## src/rtl/sleep_pkg.sv

```systemverilog
package sleep_pkg;

  localparam int NUM_INT = 6;

  typedef enum logic [1:0] {
    CS_S12 = 2'b00,
    CS_S3I = 2'b01,
    CS_S45 = 2'b10
  } cur_state_e;

endpackage

```

## src/rtl/sleep_sync.sv

```systemverilog
module sleep_sync #(
  parameter int              WIDTH   = 1,
  parameter int              STAGES  = 2,
  parameter logic [WIDTH-1:0] RST_VAL = '0
) (
  input  logic             clk,
  input  logic             rst_n,
  input  logic [WIDTH-1:0] d,
  output logic [WIDTH-1:0] q
);

  localparam int CHAIN_W = STAGES * WIDTH;

  logic [CHAIN_W-1:0] chain_q;
  logic [CHAIN_W-1:0] chain_d;

  generate
    if (STAGES == 1) begin : g_single
      always_comb chain_d = d;
    end else begin : g_multi
      always_comb chain_d = {chain_q[CHAIN_W-WIDTH-1:0], d};
    end
  endgenerate

  always_ff @(posedge clk or negedge rst_n) begin
    if (!rst_n) chain_q <= {STAGES{RST_VAL}};
    else        chain_q <= chain_d;
  end

  assign q = chain_q[CHAIN_W-1 -: WIDTH];

endmodule

```

## src/rtl/sleep_qual_timer.sv

```systemverilog
module sleep_qual_timer #(
  parameter int unsigned LIMIT = 50_000_000
) (
  input  logic clk,
  input  logic rst_n,
  output logic done
);

  localparam int            CW  = $clog2(LIMIT + 1);
  localparam logic [CW-1:0] LIM = CW'(LIMIT);

  logic [CW-1:0] cnt_q;
  logic [CW-1:0] cnt_d;
  logic          cnt_en;

  assign done   = (cnt_q == LIM);
  assign cnt_en = !done;

  always_comb cnt_d = cnt_q + 1'b1;

  always_ff @(posedge clk or negedge rst_n) begin
    if (!rst_n)      cnt_q <= '0;
    else if (cnt_en) cnt_q <= cnt_d;
  end

endmodule

```

## src/rtl/sleep_code_match.sv

```systemverilog
module sleep_code_match #(
  parameter int CODE_W  = 3,
  parameter int NUM_ENT = 6,
  parameter int IDX_W   = $clog2(NUM_ENT)
) (
  input  logic [CODE_W-1:0]         code,
  input  logic [NUM_ENT*CODE_W-1:0] table_i,
  output logic                      hit,
  output logic [IDX_W-1:0]          idx
);

  logic [NUM_ENT-1:0] eq;

  generate
    for (genvar g = 0; g < NUM_ENT; g++) begin : g_cmp
      assign eq[g] = (table_i[g*CODE_W +: CODE_W] == code);
    end
  endgenerate

  assign hit = |eq;

  // Scan from the top so the lowest matching entry is written last.
  always_comb begin
    idx = '0;
    for (int i = NUM_ENT - 1; i >= 0; i--) begin
      if (eq[i]) idx = IDX_W'(i);
    end
  end

endmodule

```

## src/rtl/sleep_state_fold.sv

```systemverilog
module sleep_state_fold
  import sleep_pkg::*;
#(
  parameter int IDX_W = 3
) (
  input  logic [IDX_W-1:0] int_idx,
  input  logic             s4_light,
  output cur_state_e       st
);

  always_comb begin
    case (int_idx)
      IDX_W'(0), IDX_W'(1), IDX_W'(2): st = CS_S12;
      IDX_W'(3):                       st = CS_S3I;
      IDX_W'(4):                       st = s4_light ? CS_S3I : CS_S45;
      default:                         st = CS_S45;
    endcase
  end

endmodule

```

## src/rtl/sleep_state_decoder.sv

```systemverilog
module sleep_state_decoder
  import sleep_pkg::*;
#(
  parameter int          CODE_W      = 3,
  parameter int          SYNC_STAGES = 2,
  parameter int unsigned QUAL_CYCLES = 50_000_000
) (
  input  logic                      clk,
  input  logic                      rst_n,
  input  logic [CODE_W-1:0]         slp_typ_i,
  input  logic                      slp_en_i,
  input  logic [NUM_INT*CODE_W-1:0] enc_codes_i,
  input  logic                      s4_light_i,
  input  logic                      s3i_main_on_i,
  input  logic                      ext_en_a_i,
  input  logic                      ext_en_b_i,
  input  logic                      sleep_lvl3_i,
  input  logic                      sleep_lvl5_i,
  input  logic                      legacy_btn_en_i,
  input  logic                      main_pwr_good_i,
  input  logic                      pwr_btn_n_i,
  output logic [1:0]                cur_state_o,
  output logic                      main_on_o
);

  localparam int IDX_W = $clog2(NUM_INT);

  // Strobe capture stage
  logic              go_q;
  logic [CODE_W-1:0] code_q;

  always_ff @(posedge clk or negedge rst_n) begin
    if (!rst_n) go_q <= 1'b0;
    else        go_q <= slp_en_i;
  end

  always_ff @(posedge clk or negedge rst_n) begin
    if (!rst_n)        code_q <= '0;
    else if (slp_en_i) code_q <= slp_typ_i;
  end

  // Code lookup and fold
  logic             hit;
  logic [IDX_W-1:0] int_idx;
  cur_state_e       folded;

  sleep_code_match #(
    .CODE_W (CODE_W),
    .NUM_ENT(NUM_INT),
    .IDX_W  (IDX_W)
  ) u_match (
    .code   (code_q),
    .table_i(enc_codes_i),
    .hit    (hit),
    .idx    (int_idx)
  );

  sleep_state_fold #(
    .IDX_W(IDX_W)
  ) u_fold (
    .int_idx (int_idx),
    .s4_light(s4_light_i),
    .st      (folded)
  );

  // Asynchronous level inputs
  logic [1:0] pins_s;
  logic       btn_s;

  sleep_sync #(
    .WIDTH  (2),
    .STAGES (SYNC_STAGES),
    .RST_VAL(2'b11)
  ) u_pin_sync (
    .clk  (clk),
    .rst_n(rst_n),
    .d    ({sleep_lvl3_i, sleep_lvl5_i}),
    .q    (pins_s)
  );

  sleep_sync #(
    .WIDTH  (1),
    .STAGES (SYNC_STAGES),
    .RST_VAL(1'b1)
  ) u_btn_sync (
    .clk  (clk),
    .rst_n(rst_n),
    .d    (pwr_btn_n_i),
    .q    (btn_s)
  );

  // Standby power-on qualification
  logic qual_done;

  sleep_qual_timer #(
    .LIMIT(QUAL_CYCLES)
  ) u_qual (
    .clk  (clk),
    .rst_n(rst_n),
    .done (qual_done)
  );

  // Next-state selection
  logic       ext_mode;
  logic       force_off;
  logic       pin_ok;
  cur_state_e pin_state;
  cur_state_e state_q;
  cur_state_e state_d;

  assign ext_mode  = ext_en_a_i & ext_en_b_i;
  assign force_off = legacy_btn_en_i & main_pwr_good_i & ~btn_s;

  always_comb begin
    pin_ok    = 1'b1;
    pin_state = CS_S45;
    case (pins_s)
      2'b11:   pin_state = CS_S12;
      2'b01:   pin_state = CS_S3I;
      2'b00:   pin_state = CS_S45;
      default: pin_ok    = 1'b0;
    endcase
  end

  always_comb begin
    state_d = state_q;
    if (force_off) begin
      state_d = CS_S45;
    end else if (ext_mode) begin
      if (qual_done && pin_ok) state_d = pin_state;
    end else if (go_q && hit) begin
      state_d = folded;
    end
  end

  always_ff @(posedge clk or negedge rst_n) begin
    if (!rst_n) state_q <= CS_S45;
    else        state_q <= state_d;
  end

  // Outputs
  always_comb begin
    case (state_q)
      CS_S12:  main_on_o = 1'b1;
      CS_S3I:  main_on_o = s3i_main_on_i;
      default: main_on_o = 1'b0;
    endcase
  end

  assign cur_state_o = state_q;

endmodule

```

## config.mk

```make
export PLATFORM = sky130hd
export DESIGN_NAME = sleep_state_decoder
export DESIGN_NICKNAME = d
export VERILOG_FILES = /design/src/rtl/sleep_pkg.sv /design/src/rtl/sleep_sync.sv /design/src/rtl/sleep_qual_timer.sv /design/src/rtl/sleep_code_match.sv /design/src/rtl/sleep_state_fold.sv /design/src/rtl/sleep_state_decoder.sv
export SDC_FILE = /design/constraint.sdc
export NUM_CORES = 1
export LEC_CHECK = 0
export CORE_ASPECT_RATIO = 0.7
export CORE_MARGIN = 2
export CORE_UTILIZATION = 47
export CTS_BUF_LIST = sky130_fd_sc_hd__clkbuf_16
export DETAILED_ROUTE_END_ITERATION = 16
export HOLD_SLACK_MARGIN = 0.06
export MAX_ROUTING_LAYER = met4
export PLACE_DENSITY = 0.76
export SYNTH_ARGS = -nofsm -noshare
export SYNTH_HDL_FRONTEND = slang
export SYNTH_SLANG_ARGS = --single-unit
export TNS_END_PERCENT = 10
```

## constraint.sdc

```tcl
create_clock -name clk -period 1.75 [get_ports clk]
set_clock_uncertainty 0.2 [all_clocks]
set_input_delay 0.35 -clock clk [delete_from_list [all_inputs] [get_ports clk]]
set_output_delay 0.35 -clock clk [all_outputs]
set_load 0.01 [all_outputs]
```

# == Word-level counts from Yosys, hierarchy flattened ==
# Cells that the tools add are included.
# totals
regBits,38
input_bits,33
out_inout_bits,3
wordCells,51
# classes
addsub,1
n_eq_ne,15
n_mux,15
n_bitwise,4
reduce_logical,10
# ops
cell,count
"26-bit by 1-bit adder with 26-bit output, second input constant",1
"26-bit == test, second input constant",1
3-bit == test,6
3-bit two-way mux,6
2-bit two-way mux,5
"3-bit by 2-bit == test with 1-bit output, second input constant",2
2-bit one-hot mux with 3 select lines,1
3-bit OR reduction,2
6-bit OR reduction,1
"2-bit by 1-bit == test with 1-bit output, second input constant",2
2-bit zero test,2
2-bit one-hot mux with 2 select lines,1
1-bit bitwise AND,3
"3-bit by 1-bit == test with 1-bit output, second input constant",1
"3-bit == test, second input constant",1
3-bit zero test,1
"3-bit by 1-bit != test with 1-bit output, second input constant",1
3-bit nonzero test,1
"2-bit == test, second input constant",1
1-bit logical AND,2
1-bit one-hot mux with 2 select lines,1
2-bit AND reduction,1
1-bit two-way mux,1
1-bit NOT,1

# == Logic depth before layout (Yosys ltp) ==
# Gate-level depths: netlist of run 1.
# logic_depth
ltp_word,13
depth_mapped,7
ltp_nobuf,6

# == Cells and area by module ==
# A second synthesis of run 1 with hierarchy kept.
# unflattened
hier_cells,186
area_unflattened_um2,2063.2
# by_module_without_submodules
module,n_inst,cells_per_inst,area_each_um2,seq_area_each_um2
sleep_qual_timer,1,112,1276.2,650.6
sleep_state_decoder,1,25,301.5,151.4
sleep_code_match,1,37,285.3,0.0
sleep_sync (u_pin_sync),1,6,120.1,105.1
sleep_sync (u_btn_sync),1,2,52.6,52.6
sleep_state_fold,1,4,27.5,0.0

# == Worst setup path before layout of run 1 ==
# No wires, ideal clock.
# synth_path
kind,reg2reg
start,register u_qual.cnt_q[16]
end,register state_q[0] (netlist: cur_state_o[0])
arrival_time_ns,1.536
required_time_ns,1.428
slack_ns,-0.108
stages_incl_launch_ff,6
period_less_slack_ns,1.858
path_cell_list,dfrtp_1 nor4_2 nand2_1 nor4_4 a311oi_1 a32o_1
# synth_via
elab_chain_cells,4
# synth_rtl
element,line_no,source
"start, declared",sleep_qual_timer.sv:12,logic [CW-1:0] cnt_q;
"start signal, assigned",sleep_qual_timer.sv:23,else if (cnt_en) cnt_q <= cnt_d;
26-bit == test,sleep_qual_timer.sv:16,assign done = (cnt_q == LIM);
1-bit logical AND,sleep_state_decoder.sv:130,if (qual_done && pin_ok) state_d = pin_state;
3-bit by 1-bit != test with 1-bit output (no source line),--,
2-bit AND reduction (no source line),--,
"end signal, assigned",sleep_state_decoder.sv:138,else state_q <= state_d;
"end, declared",sleep_state_decoder.sv:108,cur_state_e state_q;
# No other way between the ends.
# A chain may end at the register's enable or synchronous reset.

# == Final worst setup path of run 1 ==
# layout_path
start,register code_q[1]
end,register state_q[0] (netlist: cur_state_o[0])
# layout_via
elab_chain_cells,13
elab_cells_between_ends,26
cone_classes,eq/ne (10); mux (10); reduce/logical (6)
# layout_rtl
element,line_no,source
"start, declared",sleep_state_decoder.sv:30,logic [CODE_W-1:0] code_q;
"start signal, assigned",sleep_state_decoder.sv:39,else if (slp_en_i) code_q <= slp_typ_i;
3-bit == test,sleep_code_match.sv:16,assign eq[g] = (table_i[g*CODE_W +: CODE_W] == code);
3-bit two-way mux (6 in series),sleep_code_match.sv:26,if (eq[i]) idx = IDX_W'(i);
"3-bit by 1-bit == test with 1-bit output, or another cell as far along",sleep_state_fold.sv:12,case (int_idx)
3-bit OR reduction,sleep_state_fold.sv:12,
2-bit one-hot mux with 3 select lines,sleep_state_fold.sv:12,
2-bit two-way mux,sleep_state_decoder.sv:131,end else if (go_q && hit) begin
2-bit two-way mux,sleep_state_decoder.sv:129,end else if (ext_mode) begin
2-bit two-way mux,sleep_state_decoder.sv:127,if (force_off) begin
# Several ways; a longest one is shown, not always the timed one. The select of a mux whose other input is x is not followed.

==> results of run 1 <==
==> sequential cells by signal (all words and copies together), names as in the netlist <==
signal / flops
code_q: 3
cur_state_o: 2
go_q: 1
u_btn_sync.chain_q: 2
u_pin_sync.chain_q: 4
u_qual.cnt_q: 26
==> synthesized netlist by cell type, types with 2 or more instances <==
| cell type | number |
|---|---|
| nor2_1 | 3 |
| inv_1 | 5 |
| nand3b_1 | 2 |
| dfrtp_1 | 31 |
| o21ai_0 | 3 |
| ha_1 | 2 |
| nand2_1 | 16 |
| nand3_1 | 10 |
| nand4_1 | 2 |
| and4_1 | 3 |
| nor2_2 | 2 |
| xor2_1 | 12 |
| and3_1 | 6 |
| nand2b_1 | 3 |
| buf_6 | 2 |
| dfstp_2 | 7 |
| xnor2_1 | 31 |
| mux2_2 | 4 |
==> routing by layer <==
metal,GRT usage,routed length [um]
met2,0.4475,3142
met1,0.3016,2500
met4,0.1283,208
met5,-,0
met3,0.07944,285
==> kinds of logic after synthesis <==
family | count (synthesis) | synth area share
buffers and inverters | 9 | 0.02742
and+or+nand+nor | 63 | 0.2060
AOI/OAI and AO/OA | 13 | 0.04975
muxes | 4 | 0.02296
DFF | 38 | 0.4892
xor gates and xnor gates | 43 | 0.1920
adders and majority gates | 2 | 0.01275
==> power by group through the flow <==
| stage | logic [mW] | clock network [mW] | registers [mW] |
|---|---|---|---|
| global route | 0.478 | 1.09 | 0.962 |
| global placement | 0.334 | 0 | 0.968 |
| CTS | 0.369 | 1.03 | 0.958 |
| finish | 0.450 | 1.05 | 0.960 |
| detailed placement | 0.350 | 0 | 0.972 |
| floorplan | 0.178 | 0 | 0.962 |
==> placed cells by master, fill, tap and decap left out, types with 3 or more instances in the layout <==
| cell | netlist | layout |
|---|---|---|
| and3_1 | 6 | 3 |
| and3_4 | 1 | 4 |
| buf_4 | 1 | 44 |
| buf_6 | 2 | 4 |
| clkbuf_16 | 0 | 5 |
| clkdlybuf4s50_1 | 0 | 29 |
| dfrtp_1 | 31 | 28 |
| dfrtp_2 | 0 | 3 |
| dfstp_2 | 7 | 7 |
| dlygate4sd2_1 | 0 | 4 |
| inv_1 | 5 | 5 |
| mux2_2 | 4 | 4 |
| nand2_1 | 16 | 16 |
| nand2b_1 | 3 | 3 |
| nand3_1 | 10 | 8 |
| nand3_2 | 1 | 3 |
| nor2_2 | 2 | 3 |
| o21ai_1 | 0 | 3 |
| xnor2_1 | 31 | 23 |
| xnor2_2 | 0 | 7 |
| xor2_1 | 12 | 10 |
==> critical path, stage by stage (launching register included) <==
cell,delay (ps)
dfrtp_2,460
buf_6,160
xnor2_1,200
nand3_1,150
and4b_1,270
a21oi_2,220
a311oi_2,70
a32o_1,230
==> repair_timing <==
action                                  CTS  global route
pin swaps                                17            12
endpoints found under the setup margin   17            17
gates resized for setup                  26            21
setup buffers                             7             3
hold endpoints to repair                  0             0
cloned                                    0             0
==> per-stage QoR <==
step	area, sq um	util	setup slack (ps)	total power, mW	hold slack, ps
2_1_floorplan	1962	-	-107.5	1.140	-145.6
3_3_place_gp	2648	0.6669	-459.6	1.302	147.4
3_5_place_dp	2648	0.6669	-605.2	1.321	153.0
4_1_cts	2934	0.7390	-188.5	2.358	164.1
5_1_grt	3072	0.7737	-352.7	2.533	165.6
6_report	3072	0.7737	-317.7	2.456	159.0
==> how the worst max path moves through the flow <==
stage	startpoint	end	cells after the start
4_1_cts	code_q[0]	cur_state_o[0]	6
2_1_floorplan	u_qual.cnt_q[16]	cur_state_o[0]	5
5_1_grt	code_q[1]	cur_state_o[0]	7
6_report	code_q[1]	cur_state_o[0]	7
3_3_place_gp	enc_codes_i[16]	cur_state_o[0]	7
3_5_place_dp	enc_codes_i[16]	cur_state_o[0]	7
==> area by class of cell <==
class	count	area, sq um
Clock buffer	5	125.1
Inverter	5	18.77
Tap cell	52	65.06
Clock inverter	3	40.04
Sequential cell	38	963.4
Fill cell	229	898.4
Multi-Input combinational cell	125	1121
Timing Repair Buffer	84	738.2
==> flow_summary.toml, run 1 <==
[status]
status = "finished, violations left"
violations = "setup timing"

[yosys]
synth_area_leaders = "dfrtp_1, xnor2_1, dfstp_2"
ys_ff_latch = 38
syn_nets = 207
synth_enable_flop_cells = 0
yosysTopAreaCellShare = 0.3954
synth.yosys.seq_area_share = 0.4892
synth_area_sq_um = 1962
postSynthAreaPerCell_sq_um = 11.41
async_flop_share = 1.000
yosys_warnings = 0
synthFlopType = "dfrtp_1"
ys_types = 46
synth_cells = 172
synth_top_area_cell = "dfrtp_1"

[place]
dp_hpwl_mm = 3.568
gp_congestion = 0.8149
numPortBuffers = 35
placed_cells = 294

[floorplan]
start_util = 0.4942
ioPinCount = 36
die_w_um = 81.22
die_h_um = 58.06
coreArea_sq_um = 3970
num_rows = 19
dieArea_sq_um = 4715

[pwr]
ir_drop_mv = 0.8290
switching_share = 0.2509
power.net_switching_mw = 0.6162
sequentialPowerShare = 0.391
intPower_mw = 1.840
p_comb_frac = 0.183
p_leak_nw = 1.416
clkPwrFrac = 0.426
power.density_nw_per_um2 = 799.6

[global_routing]
grt_pass1_wl_mm = 8.901
grt-ovfl-total = 0
grt_max_degree = 39
first_global_vias = 1880
grt_use_total = 0.2702
antenna_found_initial = 0

[critical_path]
ff2ff_setup_slack_ps = -320
cp-end-kind = "register"
timing.rr.end = "cur_state_o[0]"
worst-path-max-fanout = 4
arrival_ps = 2040
required_ps = 1730
timing.rr.start = "code_q[1]"
rr_worst_depth = 7
start_kind = "register"
worstSetupPathType = "register to register"

[hold_path]
hp-start = "u_pin_sync.chain_q[1]"
min_to = "u_pin_sync.chain_q[3]"
hold_path_class = "register to register"
whs_path_depth = 0

[route]
first_pass_iters = 4
drt_iter0_markers = 136
routedWlPerCell_um = 19.66
drc = 0
vias = 1689
avgViaCountPerCell = 5.413
ant_nets = 0
wl_mm = 6.135

[timing]
setup_slack_ps = -317.7
fin_tns_setup_ps = -1888
max_freq_ghz = 0.4836
rsz0062_at_grt = "true"
period_needed_ps = 2068
setup_viol = 15
relSlewSlack = 0.8134
timing_hold_violations_final = 0
layout_worst_path_cycle_share = 1.182
maxSlewViolCount = 0
tightest_slew_ps = 278.5

[clocking]
cts-root-buf = "clkbuf_16"
clk_pin_slew_ps = 60
cts_buffer_depth = 2
ctsHtreeMaxLevel = 2
cts-hold-fix-buffers = 0
clkSinkCount = 38
insertion_delay_ps = 290
cts_made_buffers = 5
cts_tree = "yes"

[layout]
antenna_cells = 0
area_growth_syn_to_layout_pct = 56.57
nNetsFinal = 294
drive_above_1_share = 0.4231
finalNonFillerCells = 312

[job]
maxCapViolCount = 0
(Power assumes the default switching activity.)
==> run 2, diff against run 1 <==
--- a/config.mk
+++ b/config.mk
@@ -7,12 +7,13 @@
 export LEC_CHECK = 0
 export CORE_ASPECT_RATIO = 0.7
 export CORE_MARGIN = 2
-export CORE_UTILIZATION = 47
+export CORE_UTILIZATION = 56
 export CTS_BUF_LIST = sky130_fd_sc_hd__clkbuf_16
 export DETAILED_ROUTE_END_ITERATION = 16
+export DONT_BUFFER_PORTS = 1
 export HOLD_SLACK_MARGIN = 0.06
 export MAX_ROUTING_LAYER = met4
-export PLACE_DENSITY = 0.76
+export PLACE_DENSITY = 0.74
 export SYNTH_ARGS = -nofsm -noshare
 export SYNTH_HDL_FRONTEND = slang
 export SYNTH_SLANG_ARGS = --single-unit
==> run 2 against run 1 <==
  * The flow still finishes with violations (setup timing)
  * First-iteration DRC count up 1.5%
  * Critical path depth unchanged
  * Register-to-register slack about the same
  * Sequential power up 0.4%
  * Fmax up 0.49%
  * Worst hold slack worse by 46 ps
  * Clock power down 17%
  * Non-clock buffer count down 30
  * Sequential share of layout area up 3.0 points
  * Combinational power down 21%
  * Power down 11%
  * Largest power group is now sequential cells
  * Highest routed layer unchanged
==> flow_summary.toml, run 2 (synthesis results as in run 1) <==
[status]
status = "finished, violations left"
violations = "setup timing"

[critical_path]
timing.rr.end = "cur_state_o[0]"
endpoint = "cur_state_o[0]"
start_kind = "register"
arrival_ps = 2080
ff2ff_setup_slack_ps = -310
timing.rr.start = "code_q[0]"
worstSetupPathType = "register to register"
cp-end-kind = "register"
cp-startpoint = "code_q[0]"
required_ps = 1770
worst-path-max-fanout = 4
rr_worst_depth = 7

[clocking]
ctsHtreeMaxLevel = 2
cts-root-buf = "clkbuf_16"
cts_buffer_depth = 2
insertion_delay_ps = 290
clkSinkCount = 38
clk_pin_slew_ps = 60
cts_tree = "yes"
cts_made_buffers = 5

[floorplan]
die_h_um = 53.52
start_util = 0.6028
die_w_um = 74.75
num_rows = 17
coreArea_sq_um = 3254
ioPinCount = 36
dieArea_sq_um = 4000

[layout]
reg.largest.list = "u_qual.cnt_q (26), u_pin_sync.chain_q (4), code_q (3)"
final_common_cell = "buf_4"
area_growth_syn_to_layout_pct = 42.92
drive_above_1_share = 0.4783
antenna_cells = 0
nNetsFinal = 264
largest_reg_flops = 26
regMostFlops = "u_qual.cnt_q"
final_cell_mix = "buf_4, dfrtp_1, xnor2_1, nand2_1"

[global_routing]
grt_use_total = 0.2494
antenna_found_initial = 0
grt_pass1_wl_mm = 6.906
grt_max_degree = 39
first_global_vias = 1437
grt-ovfl-total = 0

[route]
vias = 1588
routedWlPerCell_um = 20.67
ant_nets = 0
first_pass_iters = 4
wl_mm = 5.725
drc = 0
drt_iter0_markers = 138
avgViaCountPerCell = 5.733

[place]
place_ws_ps = -255.8
numPortBuffers = 0
dp_hpwl_mm = 2.979
gp_congestion = 0.7928

[timing]
setup_slack_ps = -307.7
setup_viol = 13
tightest_slew_ps = 383.7
rsz0062_at_grt = "true"
layout_worst_path_cycle_share = 1.176
fin_tns_setup_ps = -1825
max_freq_ghz = 0.4860
maxSlewViolCount = 0
relSlewSlack = 0.7423
timing_hold_violations_final = 0
period_needed_ps = 2058

[job]
maxCapViolCount = 0

[pwr]
power.density_nw_per_um2 = 781.2
p_leak_nw = 1.322
ir_drop_mv = 0.8000

[hold_path]
hold_path_class = "input port to register"
## run 2: changes by cell type in the layout (fill, tap and decap cells not counted), sizes merged
| cell | change |
|---|---|
| buf | -4 |
| dlygate4sd3 | +8 |
| clkdlybuf4s50 | -29 |
| inv | +1 |
| dlymetal6s2s | -1 |
| dlygate4sd2 | -4 |
| bufinv | -1 |
## run 2: worst min path at each step
stage,startpoint,end,slack [ps],cells after the start
floorplan,rst_n,code_q[0],-150,0
detailed placement,rst_n,u_qual.cnt_q[4],-140,0
global route,ext_en_b_i,cur_state_o[1],130,3
finish,ext_en_b_i,cur_state_o[1],110,3
CTS,ext_en_b_i,cur_state_o[1],100,3
global placement,rst_n,u_qual.cnt_q[11],-140,0
## run 2: area by class of cell
| cell class | instances | area, sq um |
|---|---|---|
| well taps | 47 | 58.81 |
| inverters | 5 | 18.77 |
| clock buffers | 5 | 125.1 |
| clock inverters | 3 | 12.51 |
| multi-input cells | 125 | 1174 |
| flip-flops and latches | 38 | 962.2 |
| repair buffers | 54 | 452.9 |
| fillers | 160 | 450.4 |
## run 2: through the flow
step | utilization | total power, mW | instance area [sq um] | hold WS [ps] | instances
6_report | 0.8616 | 2.191 | 2804 | 112.8 | 277
2_1_floorplan | - | 1.140 | 1962 | -145.6 | 172
3_3_place_gp | 0.6955 | 1.158 | 2263 | -144.5 | 252
5_1_grt | 0.8616 | 2.250 | 2804 | 134.6 | 277
3_5_place_dp | 0.6955 | 1.168 | 2263 | -144.7 | 252
4_1_cts | 0.8058 | 2.089 | 2623 | 101.7 | 275
## run 2: what timing repair did
action,CTS,global route
setup endpoints to repair,15,15
hold endpoints to repair,45,0
pin swaps,12,14
hold buffers,9,0
resized for setup,15,28
setup buffers,6,2
## run 2: metal layers
layer,up-vias,global-route usage,share of wire
li1,705,-,-
met1,783,0.3261,0.40
met2,80,0.3953,0.51
met3,20,0.06476,0.065
met4,0,0.05357,0.025
met5,-,-,0
## run 2: report_power, final
part / switching (mW) / internal (mW)
Combinational: 0.167 / 0.187
Sequential: 0.0396 / 0.925
Clock: 0.357 / 0.515
Total: 0.564 / 1.63
## run 2: critical path: stages (launching register included)
cell	delay (ps)
dfrtp_2	440
buf_6	160
xnor2_2	200
nand3_1	140
a211oi_1	300
o21ai_1	160
o21ai_0	190
a32o_1	190
==> run 3, diff against run 2 <==
==> constraint.sdc (replaced) <==
create_clock -name clk -period 1.75 [get_ports clk]
set_clock_uncertainty 0.2 [all_clocks]
set_input_delay 0.525 -clock clk [delete_from_list [all_inputs] [get_ports clk]]
set_output_delay 0.525 -clock clk [all_outputs]
set_load 0.01 [all_outputs]
==> run 3 against run 2 <==
  * The flow still finishes with violations (setup timing)
  * Worst setup slack lost 2.8 ps
  * Worst hold slack got worse by 49 ps
  * Sequential power is 1% higher
  * Critical path type unchanged
==> flow_summary.toml, run 3 (synthesis results as in run 1) <==
[pwr]
clkPwrFrac = 0.393
switching_share = 0.2588
p_leak_nw = 1.238
sequentialPowerShare = 0.447
power.density_nw_per_um2 = 807.7
ir_drop_mv = 0.5991
p_comb_frac = 0.160
power.net_switching_mw = 0.5653
intPower_mw = 1.619

[route]
drt_iter0_markers = 78
ant_nets = 0
vias = 1562
first_pass_iters = 4
routedWlPerCell_um = 20.68
avgViaCountPerCell = 5.807
drc = 0
wl_mm = 5.564

[floorplan]
die_w_um = 74.75
coreArea_sq_um = 3254
dieArea_sq_um = 4000
start_util = 0.6028
die_h_um = 53.52
num_rows = 17
ioPinCount = 36

[layout]
seq_area_sq_um = 963.4
antenna_cells = 0
multiInputGateArea_sq_um = 1140
final_common_cell = "buf_4"
utilization = 0.8312
reg.largest.list = "u_qual.cnt_q (26), u_pin_sync.chain_q (4), code_q (3)"
drive_above_1_share = 0.4505
largest_reg_flops = 26
area_growth_syn_to_layout_pct = 37.88
regMostFlops = "u_qual.cnt_q"
final_cell_mix = "buf_4, dfrtp_1, xnor2_1, nand2_1, xor2_1"
nNetsFinal = 256
finalNonFillerCells = 269
finalInstanceArea_sq_um = 2705
fillers = 177

[clocking]
ctsHtreeMaxLevel = 2
cts_tree = "yes"
insertion_delay_ps = 280
clk_pin_slew_ps = 60
clkSinkCount = 38
cts_made_buffers = 5
cts-root-buf = "clkbuf_16"
cts_buffer_depth = 2

[global_routing]
grt_use_total = 0.2638
grt-ovfl-total = 0
first_global_vias = 1513
grt_max_degree = 39
antenna_found_initial = 0
grt_pass1_wl_mm = 7.245

[critical_path]
cp-end-kind = "register"
start_kind = "register"
worst-path-max-fanout = 4
required_ps = 1770
worstSetupPathType = "register to register"
arrival_ps = 2080

[timing]
setup_viol = 13
tightest_slew_ps = 301.7
maxSlewViolCount = 0
fin_hold_ws_ps = 64.13
timing_hold_violations_final = 0
max_freq_ghz = 0.4853
relSlewSlack = 0.7978
layout_worst_path_cycle_share = 1.177
setup_slack_ps = -310.5
rsz0062_at_grt = "true"
period_needed_ps = 2061
fin_tns_setup_ps = -1624

[status]
violations = "setup timing"
status = "finished, violations left"

[place]
placed_area_sq_um = 2241
gp_congestion = 0.7826
numPortBuffers = 0
dp_hpwl_mm = 3.166
placed_cells = 249

[hold_path]
hold_path_class = "input port to register"

[job]
maxCapViolCount = 0
## run 3: cell types whose count changed in the layout (fill, tap and decap cells not counted), sizes merged
cell / before / now
dlygate4sd3: 8 / 4
buf: 46 / 42
## run 3: metal layers
| metal | vias to the layer above | global-route usage | routed length, um |
|---|---|---|---|
| met2 | 63 | 0.4366 | 2832 |
| met1 | 793 | 0.3157 | 2212 |
| met3 | 22 | 0.07048 | 232 |
| li1 | 684 | - | - |
| met5 | - | - | 0 |
| met4 | 0 | 0.08929 | 287 |
## run 3: what timing repair did
action | in CTS | in global routing
pin swaps | 11 | 6
resized for setup | 10 | 28
setup endpoints to repair | 10 | 16
endpoints found under the hold margin | 41 | 0
gates cloned | 0 | 0
hold buffers | 5 | 0
setup buffers | 6 | 1
## run 3: final timing paths
path                                  startpoint                     to  slack [ps]  cells past startpoint
max reg2reg                            code_q[0]         cur_state_o[0]        -310                      7
max                                    code_q[0]         cur_state_o[0]        -310                      7
min                                     slp_en_i                   go_q          60                      0
min reg2reg                u_pin_sync.chain_q[0]  u_pin_sync.chain_q[2]         160                      0
min in group asynchronous                  rst_n        u_qual.cnt_q[8]         500                      2
max in group asynchronous                  rst_n  u_pin_sync.chain_q[2]         610                      2
## run 3: power by group through the flow
stage	Combinational (mW)	Sequential [mW]	Clock (mW)
after global placement	0.177	0.978	0
final	0.350	0.976	0.859
after CTS	0.259	0.967	0.848
after detailed placement	0.192	0.983	0
after floorplan	0.178	0.962	0
after global routing	0.370	0.981	0.886
## run 3: layout make-up
type,instances,area share
Tap cell,47,0.02174
Clock buffer,5,0.04625
Inverter,5,0.006938
Timing Repair Buffer,46,0.1429
Sequential cell,38,0.3562
Multi-Input combinational cell,125,0.4214
Clock inverter,3,0.004625
## run 3: stage by stage
stage / power, mW / worst slack, ps
6_report: 2.185 / -310.5
4_1_cts: 2.074 / -201.5
3_3_place_gp: 1.155 / -199.3
2_1_floorplan: 1.140 / -109.1
3_5_place_dp: 1.175 / -259.9
5_1_grt: 2.237 / -360.1
## run 3: worst max-delay path, stage by stage, from the launching register on
cell and delay [ps]:
dfrtp_2 450, buf_6 160, xnor2_1 270, nand3_1 150
a211oi_2 280, o21ai_1 130, o21ai_0 170, a32o_1 180
